[config.mk]
export PLATFORM = sky130hd
export DESIGN_NAME = lane_narrow
export DESIGN_NICKNAME = d
export VERILOG_FILES = /design/src/rtl/lane_narrow.sv
export SDC_FILE = /design/constraint.sdc
export NUM_CORES = 2
export LEC_CHECK = 0
export BUFFER_PORTS_ARGS = -buffer_cell sky130_fd_sc_hd__buf_2
export CAP_MARGIN = 40
export CORE_AREA = 2 2 624 626
export CTS_CLUSTER_SIZE = 30
export DETAILED_ROUTE_END_ITERATION = 10
export DIE_AREA = 0 0 626 628
export PLACE_DENSITY = 0.34
export SKIP_LAST_GASP = 1
export SYNTH_ARGS = -nofsm -noshare
export SYNTH_HDL_FRONTEND = slang
export SYNTH_SLANG_ARGS = --single-unit
[constraint.sdc]
create_clock -name clk -period 2.15 [get_ports clk]
set_clock_uncertainty 0.2 [all_clocks]
set_input_delay 0.215 -clock clk [delete_from_list [all_inputs] [get_ports clk]]
set_output_delay 0.215 -clock clk [all_outputs]
set_load 0.005 [all_outputs]
[src/rtl/lane_narrow.sv]
module lane_narrow #(
  parameter int LANES = 16,
  parameter int IW    = 32,
  parameter int OW    = 16
) (
  input  logic                  clk,
  input  logic                  rst_n,
  input  logic                  in_valid,
  input  logic [LANES*IW-1:0]   src,
  input  logic [1:0]            vl_sel,
  input  logic [1:0]            mode,
  input  logic [LANES-1:0]      mask,
  input  logic                  mask_en,
  input  logic                  zeroing,
  input  logic                  to_mem,
  input  logic [LANES*IW-1:0]   prior,
  input  logic [3:0]            spec,
  output logic                  out_valid,
  output logic [LANES*IW-1:0]   result,
  output logic [LANES*OW/8-1:0] byte_en,
  output logic                  illegal
);
  localparam int VW  = LANES * IW;
  localparam int NW  = LANES * OW;
  localparam int BPL = OW / 8;
  localparam int BW  = NW / 8;

  logic [LANES-1:0] act, take;
  logic [NW-1:0]    low_n;
  logic [VW-NW-1:0] hi_n;
  logic [BW-1:0]    be_n;
  logic             bad;

  assign bad  = (spec != 4'hF) | (vl_sel == 2'd3);
  assign hi_n = to_mem ? prior[VW-1:NW] : '0;

  for (genvar j = 0; j < LANES; j++) begin : g_lane
    logic [IW-1:0] d;
    logic [OW-1:0] cv, pw;
    assign d  = src[j*IW +: IW];
    assign pw = prior[j*OW +: OW];
    assign act[j]  = (vl_sel == 2'd2) | ((vl_sel == 2'd1) & (j < LANES/2))
                   | ((vl_sel == 2'd0) & (j < LANES/4));
    assign take[j] = act[j] & (~mask_en | mask[j]);
    always_comb begin
      case (mode)
        2'd1: begin
          if ((&d[IW-1:OW-1]) | ~(|d[IW-1:OW-1])) cv = d[OW-1:0];
          else cv = d[IW-1] ? {1'b1, {(OW-1){1'b0}}} : {1'b0, {(OW-1){1'b1}}};
        end
        2'd2:    cv = (|d[IW-1:OW]) ? '1 : d[OW-1:0];
        default: cv = d[OW-1:0];
      endcase
    end
    assign low_n[j*OW +: OW] = take[j] ? cv :
                               (to_mem | (act[j] & ~zeroing)) ? pw : '0;
    assign be_n[j*BPL +: BPL] = {BPL{to_mem & take[j]}};
  end

  always_ff @(posedge clk) begin
    if (!rst_n) begin
      out_valid <= 1'b0;
      result    <= '0;
      byte_en   <= '0;
      illegal   <= 1'b0;
    end else begin
      out_valid <= in_valid;
      if (in_valid) begin
        illegal <= bad;
        result  <= bad ? prior : {hi_n, low_n};
        byte_en <= bad ? '0 : be_n;
      end
    end
  end


  valid_follow_chk: assert property (@(posedge clk) disable iff (!rst_n)
    in_valid |=> out_valid);

  valid_idle_chk: assert property (@(posedge clk) disable iff (!rst_n)
    !in_valid |=> !out_valid);

  bad_spec_chk: assert property (@(posedge clk) disable iff (!rst_n)
    (in_valid && spec != 4'hF) |=> (illegal && byte_en == '0));

  reg_no_be_chk: assert property (@(posedge clk) disable iff (!rst_n)
    (in_valid && !to_mem) |=> (byte_en == '0));

  reg_hi_zero_chk: assert property (@(posedge clk) disable iff (!rst_n)
    (in_valid && !to_mem && vl_sel == 2'd0 && spec == 4'hF)
      |=> (result[VW-1:NW/4] == '0));

  mem_hi_keep_chk: assert property (@(posedge clk) disable iff (!rst_n)
    (in_valid && to_mem) |=> (result[VW-1:NW] == $past(prior[VW-1:NW])));
endmodule

# Yosys cells after proc, flatten, opt, wreduce, memory -nomap -nowiden
# Index checks and enable logic that the tools add are counted.
# Widths: inputs -> output; s select.
[classes]
n_eq_ne = 6
muxes = 99
n_bitwise = 91
n_reduce_logical = 49
[ops]
columns = ["cell", "count"]
rows = [
  ["$mux 16", 80],
  ["$mux 512", 1],
  ["$pmux 16 s2", 16],
  ["$reduce_and 17->1", 16],
  ["$reduce_or 17->1", 16],
  ["$mux 256", 1],
  ["$reduce_or 16->1", 16],
  ["$or 1x1->1", 38],
  ["$and 1x1->1", 35],
  ["$mux 32", 1],
  ["$not 1->1", 18],
  ["$eq 2x2->1 const B", 3],
  ["$eq 2x1->1 const B", 2],
  ["$ne 4x4->1 const B", 1],
  ["$logic_not 2->1", 1],
]
[totals]
reg_bits = 546
inputBits = 1054
out_inout_bits = 546
wordCells = 249

# Longest topological paths before layout
[logic_depth]
word_depth = 8
mapped_depth = 11
ltp_nobuf = 7

# Worst setup path before layout
# OpenSTA, ideal clock, no wires.
[synth_timing]
path_kind = "input-to-reg"
startpoint = "input port mode[0]"
endpoint = "register result[229]"
setup_ps = 131
arrival_time_ps = 2042
t_required_ps = 1819
path_slack_ps = -223
cell_stages = 11
path_buffers = 4
path_cell_list = "inv_1 > ha_1 > buf_2 > or3_1 > clkbuf_1 > clkbuf_1 > nand3_1 > clkbuf_1 > a21oi_1 > a21oi_1 > a211oi_1"
[synth_between]
elab_chain_cells = 4
elab_cells_between_ends = 5
classes_between = "eq/ne (2); mux (3)"
[synth_lines]
columns = ["element", "line_no", "text"]
rows = [
  ["start: declaration", "11", "input logic [1:0] mode,"],
  ["$eq 2x2->1 or $eq 2x1->1 (tied branches)", "46", "case (mode)"],
  ["$pmux 16 s2 (*)", "46", ""],
  ["$mux 16 (*)", "55", "assign low_n[j*OW +: OW] = take[j] ? cv :"],
  ["$mux 512 (*)", "70", "result <= bad ? prior : {hi_n, low_n};"],
  ["end signal: assignment", "70", ""],
  ["end: declaration", "19", "output logic [LANES*IW-1:0] result,"],
]
# Every way passes the cells marked *; elsewhere a longest branch is shown, timed or not.
# A chain may end at the register's enable or synchronous reset.

# Final worst setup path
[layout_timing]
startpoint = "input port src[113]"
endpoint = "register result[63]"
[layout_between]
elab_chain_cells = 7
elab_cells_between_ends = 10
classes_between = "mux (5); bitwise (2); reduce/logical (3)"
[layout_lines]
columns = ["element", "line_no", "text"]
rows = [
  ["start: declaration", "9", "input logic [LANES*IW-1:0] src,"],
  ["$reduce_or 17->1", "48", "if ((&d[IW-1:OW-1]) | ~(|d[IW-1:OW-1])) cv = d[OW-1:0];"],
  ["$not 1->1", "48", ""],
  ["$or 1x1->1", "48", ""],
  ["$mux 16", "48", ""],
  ["$pmux 16 s2 (*)", "46", ""],
  ["$mux 16 (*)", "55", ""],
  ["$mux 512 (*)", "70", ""],
]
# Marks and branches as above.

==> impl_metrics.yaml <==
run_status:
  outcome: "finished with violations"
  violations: "negative hold slack, negative setup slack"
layout:
  layout.cells.most_common: "buf_2"
  post-route-util_pct: 17.5
  fillers: 43714
  nets: 8045
  seq_area_mm2: 0.0106
  drive_gt1_share_pct: 33.8
  syn2layout_area_growth_pct: 102
  final_cell_mix: "1596 x buf_2, 1187 x dlygate4sd3_1, 528 x dfxtp_1, 352 x nor2b_1, 321 x buf_4"
  layout.cells.non_filler: 12334
  multi_input_area_mm2: 0.0214
timing:
  fin_hold_ws_ns: -0.0165
  hold_violations: 9
  finalMaxSlewViolations: 0
  fmax_ghz: 0.456
  min_period_over_period_pct: 102
  grt_setup_unrepaired: "yes"
  timing.slew.headroom_pct: 38.1
  finalWorstSetupSlack_ns: -0.0453
  setup_viol: 5
  worst-slew-pin-transition_ns: 0.929
  period_needed_ns: 2.20
  tns_ns: -0.0723
clock_network:
  clk_pin_slew_ns: 0.06
  cts_buffers: 85
  clk-insertion-delay-late_ns: 0.77
  cts_tree: "yes"
  cts.path.max_buffers: 4
  root_buffer: "clkbuf_16"
  htreeDepth: 3
  clock_sinks: 530
routing:
  viasPerCell: 4.14
  wirelength_mm: 369
  vias: 51057
  drtAntennaViolNets: 0
  route.met3.wl_mm: 37.1
  dr_wl_met2_mm: 167
  drt-met1-wl_mm: 152
  drtIter0Drc: 4148
  wl_per_cell_um: 29.9
  first_pass_iters: 5
  drc: 0
  highest_layer: "met5"
floorplanning:
  die_area_mm2: 0.393
  start_util_pct: 8.66
  die_w_um: 626
  dieHeight_um: 628
  core_mm2: 0.387
  placementRows: 229
  io_pins: 1600
synthesis:
  synth_cells: 4086
  synth_area_mm2: 0.0335
  synth_edf_count: 0
  synth.yosys.seq_area_share_pct: 31.6
  ys_async_sr_fraction_pct: 0
  synth_area_per_cell_um2: 8.21
  synth-main-ff-cell: "dfxtp_1"
  syn_nets: 5144
  yosysUniqueCellTypes: 77
  ys.warnings.count: 0
  ys_ff_latch: 530
grt:
  grt_use_total_pct: 17.8
  grt_pass1_vias: 49759
  grt_pass1_wl_mm: 479
  grt_overflow_total: 0
  antenna_found_initial: 228
  grt_max_degree: 84
worst_setup_path:
  arrival_ns: 2.64
  worstSetupPathType: "in -> reg"
  worstPathRequired_ns: 2.60
  setup.worst_path.end_class: "flip-flop"
  cp-start-kind: "primary input"
  cp_max_fo: 16
placement:
  post-place-ws_ns: -0.662
  place.port_buffers: 1599
  place.gp.congestion: 0.977
  dp_hpwl_mm: 302
  placedCellCount: 10896
power_and_ir_drop:
  vdd_ir_drop_max_v: 0.000665
  p_leak_nw: 27.2
  power_per_cell_area_mw_per_mm2: 543
worst_hold_path:
  hp-class: "in -> reg"
job:
  cap_violations: 0
[report_power, final]
group / leakage (nW) / switching [mW] / internal (mW)
sequential: 4.38 / 0.467 / 10.5
clock: 1.33 / 6.14 / 8.52
combinational: 21.5 / 6.15 / 5.02
[registers in the layout, summed over array words and instances, names as in the netlist]
register and count:
byte_en 16, illegal 1, out_valid 1, result 512
[cell families (layout without fill, tap and decap cells)]
family	Yosys count	after routing	share of synthesized area [%]
flip-flops	530	530	31.6
other	0	93	0
AO/OA/AOI/OAI	1903	1903	42.8
AND/OR/NAND/NOR	1061	1061	18.4
buffers and inverters	588	3546	6.98
adder cells (fa/ha/maj)	4	4	0.149
[synth_stat cells (62+ instances only)]
library cell | number | share of area, %
dfxtp_1 | 530 | 32
clkbuf_1 | 406 | 4.5
nor2b_1 | 353 | 6.6
a22oi_1 | 262 | 5.9
o21a_1 | 218 | 4.9
o21ai_0 | 175 | 2.6
nor2_1 | 168 | 1.9
a21oi_1 | 161 | 2.4
o31ai_1 | 157 | 3.5
a211oi_1 | 153 | 3.4
o32ai_1 | 137 | 3.6
a311oi_1 | 134 | 3.5
inv_1 | 122 | 1.4
a221oi_1 | 105 | 2.7
nand2_1 | 98 | 1.1
nand4_1 | 84 | 1.6
a221o_1 | 76 | 2.3
nand3_1 | 70 | 1.0
nor4_1 | 62 | 1.2
[what timing repair did]
| item | 4_1_cts | 5_1_grt |
|---|---|---|
| hold buffers | 1198 | 1 |
| setup endpoints to repair | 4 | 173 |
| buffers inserted | 0 | 9 |
| endpoints found under the hold margin | 530 | 23 |
| pin swaps | 0 | 19 |
| gates cloned | 0 | 2 |
| resized for setup | 2 | 48 |
[critical path: stages]
cell and delay [ns]:
buf_2 0.10, or4_4 0.58, or4_4 0.48, buf_12 0.18, o31ai_2 0.19, a211o_1 0.22, a31oi_1 0.09, dlygate4sd3_1 0.56
[routing by layer]
| metal | vias up | track usage, % |
|---|---|---|
| met5 | - | 0 |
| met4 | 84 | 4.96 |
| met3 | 658 | 6.70 |
| met2 | 2725 | 28.9 |
| met1 | 25419 | 21.8 |
| li1 | 22171 | - |
[through the flow]
stage | cell area (µm²) | total power [mW]
finish | 67700 | 36.7
floorplan | 34200 | 14.3
global placement | 52300 | 19.9
CTS | 67100 | 37.3
detailed placement | 52400 | 19.9
global route | 67500 | 38.3
[final timing paths]
kind | start | endpoint | slack [ns] | cells past startpoint
max reg2reg | byte_en[11]$_SDFFE_PN0P_ | byte_en[11]$_SDFFE_PN0P_ | 0.06 | 4
min reg2reg | result[191]$_SDFFE_PN0P_ | result[191]$_SDFFE_PN0P_ | 0.32 | 2
min | src[18] | result[0]$_SDFFE_PN0P_ | -0.02 | 6
max | src[113] | result[63]$_SDFFE_PN0P_ | -0.05 | 8
[area by class of cell]
class / instances / share of cell area (%)
clock inverters: 20 / 0.457
well taps: 5197 / 9.61
flip-flops and latches: 530 / 15.7
diodes: 93 / 0.344
inverters: 124 / 0.702
repair buffers: 3278 / 38.0
clock buffers: 124 / 3.58
multi-input cells: 2968 / 31.6
Power figures use the tool's default switching activity.
